<file path="src/rtl/wdt_pkg.sv">
package wdt_pkg;

  localparam int unsigned CS_UPD    = 5;
  localparam int unsigned CS_EN     = 7;
  localparam int unsigned CS_SRC_LO = 8;
  localparam int unsigned CS_RCS    = 10;
  localparam int unsigned CS_ULK    = 11;
  localparam int unsigned CS_FLAG   = 14;

  localparam logic [31:0] KEY_UNLOCK_A  = 32'h0000_C520;
  localparam logic [31:0] KEY_UNLOCK_B  = 32'h0000_D928;
  localparam logic [31:0] KEY_REFRESH_A = 32'h0000_B32D;
  localparam logic [31:0] KEY_REFRESH_B = 32'h0000_4CD2;

  localparam logic [3:0] OFF_CS  = 4'h0;
  localparam logic [3:0] OFF_CNT = 4'h4;
  localparam logic [3:0] OFF_TOV = 4'h8;
  localparam logic [3:0] OFF_WIN = 4'hC;

  typedef struct packed {
    logic [1:0] src;
    logic       en;
    logic       upd;
  } wdt_cfg_t;

  localparam wdt_cfg_t CFG_RESET = '{src: 2'd0, en: 1'b0, upd: 1'b1};

  function automatic logic [31:0] cs_pack(wdt_cfg_t c, logic flag, logic ulk, logic rcs);
    logic [31:0] w;
    w = '0;
    w[CS_FLAG]         = flag;
    w[CS_ULK]          = ulk;
    w[CS_RCS]          = rcs;
    w[CS_SRC_LO +: 2]  = c.src;
    w[CS_EN]           = c.en;
    w[CS_UPD]          = c.upd;
    return w;
  endfunction

  function automatic wdt_cfg_t cs_unpack(logic [31:0] w);
    wdt_cfg_t c;
    c.src = w[CS_SRC_LO +: 2];
    c.en  = w[CS_EN];
    c.upd = w[CS_UPD];
    return c;
  endfunction

  function automatic logic tick_pick(logic [1:0] src, logic t_lp, logic t_aux);
    case (src)
      2'd0:    return 1'b1;
      2'd1:    return t_lp;
      2'd2:    return t_aux;
      default: return 1'b0;
    endcase
  endfunction

  function automatic logic refresh_ok(logic [31:0] cnt, logic [31:0] win);
    return (win == '0) || (cnt >= win);
  endfunction

  function automatic logic expired(logic [31:0] cnt, logic [31:0] lim);
    return cnt >= lim;
  endfunction

endpackage

</file>
<file path="src/rtl/wdt_keyseq.sv">
module wdt_keyseq
  import wdt_pkg::*;
#(
  parameter int unsigned DW = 32
) (
  input  logic          clk,
  input  logic          rst_n,
  input  logic          wr_cnt,
  input  logic [DW-1:0] wdata,
  output logic          unlock_hit,
  output logic          refresh_hit
);

  typedef enum logic [1:0] {KS_IDLE, KS_ULK_B, KS_REF_B} ks_state_t;

  ks_state_t state_q, state_d;

  always_comb begin
    state_d     = state_q;
    unlock_hit  = 1'b0;
    refresh_hit = 1'b0;
    if (wr_cnt) begin
      if (state_q == KS_ULK_B && wdata == DW'(KEY_UNLOCK_B)) begin
        unlock_hit = 1'b1;
        state_d    = KS_IDLE;
      end else if (state_q == KS_REF_B && wdata == DW'(KEY_REFRESH_B)) begin
        refresh_hit = 1'b1;
        state_d     = KS_IDLE;
      end else if (wdata == DW'(KEY_UNLOCK_A)) begin
        state_d = KS_ULK_B;
      end else if (wdata == DW'(KEY_REFRESH_A)) begin
        state_d = KS_REF_B;
      end else begin
        state_d = KS_IDLE;
      end
    end
  end

  always_ff @(posedge clk or negedge rst_n) begin
    if (!rst_n) state_q <= KS_IDLE;
    else        state_q <= state_d;
  end

endmodule

</file>
<file path="src/rtl/wdt_cfg.sv">
module wdt_cfg
  import wdt_pkg::*;
#(
  parameter int unsigned DW            = 32,
  parameter int unsigned UNLOCK_CYCLES = 256,
  parameter logic [31:0] TOVAL_RST     = 32'h0000_0400
) (
  input  logic          clk,
  input  logic          rst_n,
  input  logic          unlock_hit,
  input  logic          wr_cs,
  input  logic          wr_tov,
  input  logic          wr_win,
  input  logic [DW-1:0] wdata,
  output wdt_cfg_t      cfg,
  output logic [DW-1:0] toval,
  output logic [DW-1:0] win,
  output logic          ulk,
  output logic          rcs,
  output logic          cfg_wr_accept,
  output logic          apply_evt,
  output logic          unlock_evt
);

  localparam int unsigned WCW = (UNLOCK_CYCLES > 1) ? $clog2(UNLOCK_CYCLES) : 1;
  localparam logic [WCW-1:0] WIN_LAST = WCW'(UNLOCK_CYCLES - 1);

  logic [1:0]     apply_sr;
  logic           pending;
  wdt_cfg_t       pend_cfg;
  logic [WCW-1:0] ulk_cnt;
  logic           open_wr;

  assign pending       = |apply_sr;
  assign apply_evt     = apply_sr[1];
  assign unlock_evt    = unlock_hit && cfg.upd && !pending;
  assign open_wr       = ulk && !pending;
  assign cfg_wr_accept = wr_cs && open_wr;

  always_ff @(posedge clk or negedge rst_n) begin
    if (!rst_n) begin
      apply_sr <= '0;
      pend_cfg <= CFG_RESET;
      cfg      <= CFG_RESET;
      ulk      <= 1'b0;
      rcs      <= 1'b0;
      ulk_cnt  <= '0;
      toval    <= DW'(TOVAL_RST);
      win      <= '0;
    end else begin
      apply_sr <= {apply_sr[0], cfg_wr_accept};
      if (cfg_wr_accept) begin
        pend_cfg <= cs_unpack(32'(wdata));
        rcs      <= 1'b0;
      end
      if (apply_evt) begin
        cfg <= pend_cfg;
        rcs <= 1'b1;
        ulk <= 1'b0;
      end else if (unlock_evt) begin
        ulk     <= 1'b1;
        rcs     <= 1'b0;
        ulk_cnt <= '0;
      end else if (open_wr) begin
        if (ulk_cnt == WIN_LAST) ulk <= 1'b0;
        else                     ulk_cnt <= ulk_cnt + 1'b1;
      end
      if (open_wr && wr_tov) toval <= wdata;
      if (open_wr && wr_win) win   <= wdata;
    end
  end

endmodule

</file>
<file path="src/rtl/wdt_count.sv">
module wdt_count
  import wdt_pkg::*;
#(
  parameter int unsigned DW = 32
) (
  input  logic          clk,
  input  logic          rst_n,
  input  wdt_cfg_t      cfg,
  input  logic [DW-1:0] toval,
  input  logic [DW-1:0] win,
  input  logic          tick_lp,
  input  logic          tick_aux,
  input  logic          refresh_hit,
  input  logic          flag_clr,
  output logic [DW-1:0] cnt,
  output logic          flag,
  output logic          rst_req,
  output logic          timeout_evt,
  output logic          refresh_evt
);

  logic tick;

  assign tick        = cfg.en && tick_pick(cfg.src, tick_lp, tick_aux);
  assign refresh_evt = refresh_hit && refresh_ok(32'(cnt), 32'(win));
  assign timeout_evt = tick && !refresh_evt && expired(32'(cnt), 32'(toval));

  always_ff @(posedge clk or negedge rst_n) begin
    if (!rst_n) begin
      cnt     <= '0;
      flag    <= 1'b0;
      rst_req <= 1'b0;
    end else begin
      if (refresh_evt || timeout_evt) cnt <= '0;
      else if (tick)                  cnt <= cnt + 1'b1;
      if (timeout_evt)   flag <= 1'b1;
      else if (flag_clr) flag <= 1'b0;
      rst_req <= timeout_evt;
    end
  end

endmodule

</file>
<file path="src/rtl/wdt_keyed.sv">
module wdt_keyed
  import wdt_pkg::*;
#(
  parameter int unsigned AW            = 4,
  parameter int unsigned DW            = 32,
  parameter int unsigned UNLOCK_CYCLES = 256,
  parameter logic [31:0] TOVAL_RST     = 32'h0000_0400
) (
  input  logic          clk,
  input  logic          rst_n,
  input  logic          bus_sel,
  input  logic          bus_we,
  input  logic [AW-1:0] bus_addr,
  input  logic [DW-1:0] bus_wdata,
  output logic [DW-1:0] bus_rdata,
  input  logic          tick_lp,
  input  logic          tick_aux,
  output logic          irq,
  output logic          rst_req
);

  logic          wr_any, wr_cs, wr_cnt, wr_tov, wr_win, flag_clr;
  logic          unlock_hit, refresh_hit;
  wdt_cfg_t      cfg_q;
  logic [DW-1:0] toval_q, win_q, cnt_q;
  logic          ulk_q, rcs_q, flag_q;
  logic          cfg_wr_accept, apply_evt, unlock_evt;
  logic          timeout_evt, refresh_evt;

  assign wr_any   = bus_sel && bus_we;
  assign wr_cs    = wr_any && (bus_addr == AW'(OFF_CS));
  assign wr_cnt   = wr_any && (bus_addr == AW'(OFF_CNT));
  assign wr_tov   = wr_any && (bus_addr == AW'(OFF_TOV));
  assign wr_win   = wr_any && (bus_addr == AW'(OFF_WIN));
  assign flag_clr = wr_cs && bus_wdata[CS_FLAG];

  wdt_keyseq #(.DW(DW)) u_keyseq (
    .clk         (clk),
    .rst_n       (rst_n),
    .wr_cnt      (wr_cnt),
    .wdata       (bus_wdata),
    .unlock_hit  (unlock_hit),
    .refresh_hit (refresh_hit)
  );

  wdt_cfg #(
    .DW            (DW),
    .UNLOCK_CYCLES (UNLOCK_CYCLES),
    .TOVAL_RST     (TOVAL_RST)
  ) u_cfg (
    .clk           (clk),
    .rst_n         (rst_n),
    .unlock_hit    (unlock_hit),
    .wr_cs         (wr_cs),
    .wr_tov        (wr_tov),
    .wr_win        (wr_win),
    .wdata         (bus_wdata),
    .cfg           (cfg_q),
    .toval         (toval_q),
    .win           (win_q),
    .ulk           (ulk_q),
    .rcs           (rcs_q),
    .cfg_wr_accept (cfg_wr_accept),
    .apply_evt     (apply_evt),
    .unlock_evt    (unlock_evt)
  );

  wdt_count #(.DW(DW)) u_count (
    .clk         (clk),
    .rst_n       (rst_n),
    .cfg         (cfg_q),
    .toval       (toval_q),
    .win         (win_q),
    .tick_lp     (tick_lp),
    .tick_aux    (tick_aux),
    .refresh_hit (refresh_hit),
    .flag_clr    (flag_clr),
    .cnt         (cnt_q),
    .flag        (flag_q),
    .rst_req     (rst_req),
    .timeout_evt (timeout_evt),
    .refresh_evt (refresh_evt)
  );

  assign irq = flag_q;

  always_comb begin
    case (bus_addr)
      AW'(OFF_CS):  bus_rdata = DW'(cs_pack(cfg_q, flag_q, ulk_q, rcs_q));
      AW'(OFF_CNT): bus_rdata = cnt_q;
      AW'(OFF_TOV): bus_rdata = toval_q;
      AW'(OFF_WIN): bus_rdata = win_q;
      default:      bus_rdata = '0;
    endcase
  end

endmodule

</file>
<file path="config.mk">
export PLATFORM = sky130hd
export DESIGN_NAME = wdt_keyed
export DESIGN_NICKNAME = d
export VERILOG_FILES = /design/src/rtl/wdt_pkg.sv /design/src/rtl/wdt_keyseq.sv /design/src/rtl/wdt_cfg.sv /design/src/rtl/wdt_count.sv /design/src/rtl/wdt_keyed.sv
export SDC_FILE = /design/constraint.sdc
export NUM_CORES = 1
export LEC_CHECK = 0
export BUFFER_PORTS_ARGS = -buffer_cell sky130_fd_sc_hd__buf_2
export CAP_MARGIN = 20
export CORE_MARGIN = 2
export CORE_UTILIZATION = 53
export CTS_BUF_LIST = sky130_fd_sc_hd__clkbuf_16
export CTS_CLUSTER_SIZE = 20
export DETAILED_ROUTE_END_ITERATION = 12
export PLACE_DENSITY_LB_ADDON = 0.2
export SLEW_MARGIN = 20
export SYNTH_ARGS = -nofsm -noshare
export SYNTH_HDL_FRONTEND = slang
export SYNTH_SLANG_ARGS = --single-unit
</file>
<file path="constraint.sdc">
create_clock -name clk -period 4.9 [get_ports clk]
set_input_delay 0.98 -clock clk [delete_from_list [all_inputs] [get_ports clk]]
set_output_delay 0.98 -clock clk [all_outputs]
set_load 0.01 [all_outputs]
</file>
==> results of run 1 <==
[cell usage after synthesis, types with 4 or more instances]
cell type  count  share of area, %
dfrtp_1      117                39
inv_1         98               4.9
nand2_1       98               4.9
o21ai_0       84               5.6
ha_1          66                11
clkbuf_1      36               1.8
nand4_1       29               2.4
a211oi_1      28               2.8
a21oi_1       26               1.7
or4_1         26               2.6
a222oi_1      25               3.3
nor2_1        23               1.2
o31ai_1       22               2.2
nor4_1        15               1.3
nand3_1       14              0.93
or3_1         12               1.0
mux2_2        10               1.5
a22o_1         9               1.1
nor3_1         9              0.60
a21o_1         7              0.70
a221o_1        7              0.93
and3_1         7              0.58
and4_1         5              0.58
nor2b_1        5              0.42
xor2_1         5              0.58
nand2b_1       4              0.33
o21a_1         4              0.40
xnor2_1        4              0.47
[layout by cell type, fill, tap and decap left out, types with 14 or more instances in the layout]
cell type,Yosys,final
clkbuf_16,0,17
nand4_1,29,29
nor2_1,23,21
buf_2,0,74
ha_1,66,66
nand2_1,98,98
buf_4,0,17
o21ai_0,84,84
or4_1,26,26
a21oi_1,26,25
o31ai_1,22,22
a211oi_1,28,28
nor4_1,15,15
dfrtp_1,117,117
a222oi_1,25,25
inv_1,98,101
nand3_1,14,14
[worst max-delay path: stages]
cell      delay (ns)
buf_2           0.11
nor4_1          0.48
nand4_1         0.39
or4_1           0.61
or2_0           0.21
o221a_2         0.55
or4_1           0.60
a211oi_1        0.26
[cell families after synthesis]
kind of cell,Yosys count
compound gates,227
xor+xnor,9
fa+ha+maj,66
buf+inv,138
flops,120
mux,11
simple gates,261
[layout make-up]
cell class / count / share of cell area [%]
clock buffer: 17 / 4.93
clock inverter: 15 / 1.42
inverter: 98 / 4.26
multi-input combinational: 574 / 46.2
sequential: 120 / 34.8
tap: 180 / 2.61
timing repair buffer: 91 / 5.77
[where the power goes]
part	switching [mW]	internal, mW	leakage, nW
sequential	0.00447	0.997	1.31
clock	0.460	0.730	0.278
combinational	0.0791	0.0417	2.74
total	0.544	1.77	4.33
[per-layer routing]
| metal | wire, um | global-route usage (%) | vias up |
|---|---|---|---|
| met5 | 0 | 0 | - |
| met4 | 446 | 11.7 | 0 |
| met3 | 1790 | 6.27 | 41 |
| met2 | 10600 | 51.6 | 308 |
| met1 | 9030 | 39.2 | 3397 |
| li1 | - | - | 3231 |
[how the worst max path moves through the flow]
| stage | end | slack [ns] | cells after the start |
|---|---|---|---|
| finish | u_count.cnt[30] | 1.02 | 8 |
| global route | u_count.cnt[30] | 0.78 | 8 |
| CTS | u_count.cnt[30] | 1.08 | 8 |
| detailed placement | u_count.cnt[6] | 0.65 | 8 |
| global placement | u_count.cnt[16] | 0.86 | 8 |
| floorplan | u_count.cnt[26] | 1.37 | 9 |
[through the flow]
stage | hold WS, ns | setup WS (ns) | power [mW] | util, %
after floorplan | 0.391 | 1.37 | 1.06 | -
after global placement | 0.464 | 0.856 | 1.14 | 58.3
after detailed placement | 0.467 | 0.645 | 1.14 | 58.3
after CTS | 0.480 | 1.08 | 2.32 | 62.2
after global routing | 0.496 | 0.777 | 2.37 | 62.2
final | 0.477 | 1.02 | 2.31 | 62.2
[flip-flops by register name, summed over array words and instances, names as in the netlist]
name and count:
u_cfg.pend_cfg 4, u_count.cnt 32, u_cfg.win 32, u_cfg.cfg 4
u_cfg.ulk_cnt 8, u_cfg.rcs 1, u_cfg.ulk 1, u_count.rst_req 1
u_count.flag 1, u_keyseq.state_q 2, u_cfg.apply_sr 2, u_cfg.toval 32
==> impl_metrics.json, run 1 <==
{
  "io_buffer_count": 75,
  "postSynthAreaPerCell_sq_um": 9.02,
  "hp-class": "flip-flop to flip-flop",
  "die_area_sq_um": 15100,
  "rsz0062_at_grt": "no",
  "stdcell_area_sq_um": 8630,
  "core_area_sq_um": 13900,
  "syn-cell-area_sq_um": 7500,
  "synth_cells": 832,
  "vdd_ir_drop_max_v": 0.000257,
  "vias": 6977,
  "rows": 43,
  "antenna_cells": 0,
  "synth-compound-area-share_pct": 20.6,
  "placed_area_sq_um": 8090,
  "clockBufferDepth": 2,
  "layout-drive-gt1-share_pct": 15.4,
  "place_inst": 1063,
  "synth_edf_count": 0,
  "cts_tree": "built",
  "wl_per_cell_um": 19.9,
  "synthDistinctLibCells": 53,
  "synth_mux_area_share_pct": 1.63,
  "cp-start-kind": "primary input",
  "hpwl_mm": 15.8,
  "finalWeightedCongestion": 0.907,
  "criticalPathCategory": "primary input to flip-flop",
  "r2r_slack_ns": 1.11,
  "grt_pass1_vias": 6923,
  "period_needed_ns": 3.88,
  "synth-async-reset-ratio_pct": 100,
  "cts_buffers": 17,
  "powerDensity_nw_per_um2": 268,
  "initialDrtViolationCount": 778,
  "firstDrtPassIters": 12,
  "clk_pin_slew_ns": 0.06,
  "end_kind": "flip-flop",
  "slew_viol_final": 0,
  "synthXorXnorAreaFrac_pct": 1.05,
  "syn_to_final_growth_pct": 15.1,
  "crit_fanout": 56,
  "maxCapViolCount": 0,
  "postCtsSetupBuffers": 0,
  "status": "finished, final reports clean",
  "worst_ep_arrival_time_ns": 4.20,
  "fin_crit_sh_pct": 79.2,
  "yosys.area_share.simple_pct": 18.6,
  "overflow": 0,
  "ff2ff_path_depth": 8,
  "hold_buffers": 0,
  "antenna_found_initial": 0,
  "initial_core_util_pct": 54.1,
  "stdcell_count": 1095,
  "cts_resized": 0,
  "cts.sinks": 120,
  "drcViolationCount": 0,
  "r2r-start": "u_count.cnt[14]",
  "worstPathRequired_ns": 5.22,
  "yosysWarnings": 0,
  "crit_start": "bus_wdata[29]",
  "fillers": 1202,
  "htreeDepth": 4,
  "ios": 76,
  "die_h_um": 123,
  "synth_nets": 940,
  "synth_fa_ha_area_share_pct": 11.0,
  "grt_pass1_wl_mm": 35.5,
  "clock_skew_ns": 0.0127,
  "synth.ff_latch_count": 120,
  "insertion_delay_ns": 0.43,
  "grt_start_max_net_pins": 66,
  "ant_nets": 0,
  "hold_path_depth": 0,
  "setup_violations": 0,
  "hp-start": "u_cfg.apply_sr[0]",
  "synth_ff_type": "dfrtp_1",
  "r2r_end": "u_count.cnt[30]",
  "p_leak_nw": 4.33,
  "regArea_sq_um": 3010,
  "via_per_inst": 6.37,
  "finalHoldViolCount": 0,
  "cts_root_buf": "clkbuf_16",
  "final_nets": 1010,
  "timing.fmax_mhz": 258,
  "die_w_um": 123,
  "relSlewSlack_pct": 40.8,
  "wirelength_mm": 21.8,
  "min_to": "u_cfg.apply_sr[1]",
  "track_usage_pct": 30.8,
  "yosysSeqAreaShare_pct": 40.1,
  "tightestPinTransition_ns": 0.888,
  "synth_top_family_by_area": "compound AO/OA/AOI/OAI gates",
  "tns_ns": 0,
  "multiInputGateArea_sq_um": 3990
}
Note: power is estimated with default switching activity, not from simulation.
==> inputs of run 2 (changes only) <==
clock period = 3.9 ns   (was 4.9 ns; I/O delays follow)
==> impl_metrics.json, run 2 (synthesis results as in run 1) <==
{
  "combPwrFrac_pct": 5.4,
  "die_w_um": 123,
  "stdcell_area_sq_um": 8710,
  "track_usage_pct": 30.8,
  "antenna_found_initial": 0,
  "clk_pin_slew_ns": 0.05,
  "powerDensity_nw_per_um2": 325,
  "hpwl_mm": 15.9,
  "vdd_ir_drop_max_v": 0.000289,
  "antenna_cells": 0,
  "layout_commonest_cell": "dfrtp_1",
  "reg_top3": "u_cfg.toval (32), u_cfg.win (32), u_count.cnt (32)",
  "worstPathRequired_ns": 4.22,
  "wirelength_mm": 22.1,
  "ios": 76,
  "die_h_um": 123,
  "rows": 43,
  "r2r_slack_ns": 0.30,
  "cp-start-kind": "flip-flop",
  "fillers": 1200,
  "initialDrtViolationCount": 824,
  "p_leak_nw": 4.38,
  "r2r_end": "u_count.cnt[10]",
  "firstDrtPassIters": 8,
  "grt_pass1_wl_mm": 35.6,
  "relSlewSlack_pct": 56.7,
  "wl_per_cell_um": 20.0,
  "swShare_pct": 23.7,
  "placed_area_sq_um": 8190,
  "ff2ff_path_depth": 9,
  "finalHoldViolCount": 0,
  "io_buffer_count": 75,
  "die_area_sq_um": 15100,
  "cts_resized": 0,
  "overflow": 0,
  "cts.sinks": 120,
  "setup_violations": 0,
  "tns_ns": 0,
  "criticalPathCategory": "flip-flop to flip-flop",
  "ant_nets": 0,
  "drcViolationCount": 0,
  "finalWeightedCongestion": 0.987,
  "grt_pass1_vias": 6938,
  "r2r-start": "u_count.cnt[29]",
  "layout-drive-gt1-share_pct": 16.3,
  "cts_buffers": 17,
  "end_kind": "flip-flop",
  "final_nets": 1020,
  "grt_start_max_net_pins": 64,
  "maxCapViolCount": 0,
  "hp-class": "primary input to asynchronous set/reset pin",
  "timing.fmax_mhz": 277,
  "tightestPinTransition_ns": 0.649,
  "rsz0062_at_grt": "no",
  "final_util_pct": 62.7,
  "clock_skew_ns": 0.00821,
  "initial_core_util_pct": 54.1,
  "holdWs_ns": 0.390,
  "syn_to_final_growth_pct": 16.1,
  "htreeDepth": 4,
  "period_needed_ns": 3.60,
  "p_int_mw": 2.16,
  "crit_fanout": 54,
  "power.share.sequential_pct": 44.5,
  "worst_ep_arrival_time_ns": 3.92,
  "insertion_delay_ns": 0.42,
  "clockBufferDepth": 2,
  "cts_root_buf": "clkbuf_16",
  "via_per_inst": 6.40,
  "core_area_sq_um": 13900,
  "postCtsSetupBuffers": 0,
  "hold_buffers": 0,
  "clkPwrFrac_pct": 50.1,
  "vias": 7067,
  "status": "finished, final reports clean",
  "cts_tree": "built",
  "fin_crit_sh_pct": 92.4,
  "final_cell_mix": "dfrtp_1, inv_1, nand2_1",
  "p_switching_mw": 0.671,
  "total_power_mw": 2.83,
  "slew_viol_final": 0
}
-- run 2: cell count changes in the layout (fill, tap and decap cells not counted), sizes merged --
cell    before  now
buf         91  101
bufinv       2    1
clkinv       8    9
-- run 2: per-layer routing --
metal | up-vias | wire length, um | track usage, %
met5 | - | 0 | 0
met1 | 3431 | 9120 | 39.9
li1 | 3248 | - | -
met3 | 49 | 1910 | 6.64
met4 | 0 | 695 | 12.7
met2 | 339 | 10300 | 50.3
-- run 2: area by class of cell --
class / count / area (sq um) / share of cell area [%]
Timing Repair Buffer: 101 / 598 / 6.87
Clock inverter: 15 / 97.6 / 1.12
Sequential cell: 120 / 3010 / 34.5
Tap cell: 180 / 225 / 2.59
Inverter: 98 / 368 / 4.22
Multi-Input combinational cell: 574 / 3990 / 45.8
Clock buffer: 17 / 425 / 4.88
-- run 2: worst max-delay path by stage --
stage / start / to / slack, ns / depth (start not counted)
floorplan: bus_addr[3] / u_count.cnt[26] / 0.57 / 9
global placement: bus_wdata[29] / u_count.cnt[18] / 0.27 / 10
detailed placement: bus_wdata[29] / u_count.cnt[30] / 0.12 / 10
CTS: u_count.cnt[29] / u_count.cnt[10] / 0.30 / 9
global route: u_count.cnt[29] / u_count.cnt[30] / 0.17 / 9
finish: u_count.cnt[29] / u_count.cnt[10] / 0.30 / 9
-- run 2: metrics by stage --
| step | worst slack, ns | std cells |
|---|---|---|
| 6_report | 0.295 | 1105 |
| 5_1_grt | 0.166 | 1105 |
| 4_1_cts | 0.305 | 1105 |
| 3_5_place_dp | 0.117 | 1073 |
| 3_3_place_gp | 0.267 | 1073 |
| 2_1_floorplan | 0.572 | 832 |
-- run 2: critical path, stage by stage, from the launching register on --
cell,delay (ns)
dfrtp_1,0.46
ha_1,0.34
nand4_1,0.14
or3_1,0.42
or4_1,0.61
or2_0,0.25
o221a_2,0.29
buf_12,0.19
or4_1,0.52
a211oi_1,0.28
-- run 2: power groups by stage --
stage / clock network (mW) / registers, mW / logic, mW
final: 1.42 / 1.26 / 0.153
after global routing: 1.49 / 1.26 / 0.169
after detailed placement: 0 / 1.28 / 0.152
after CTS: 1.43 / 1.26 / 0.153
after floorplan: 0 / 1.28 / 0.0534
after global placement: 0 / 1.28 / 0.149
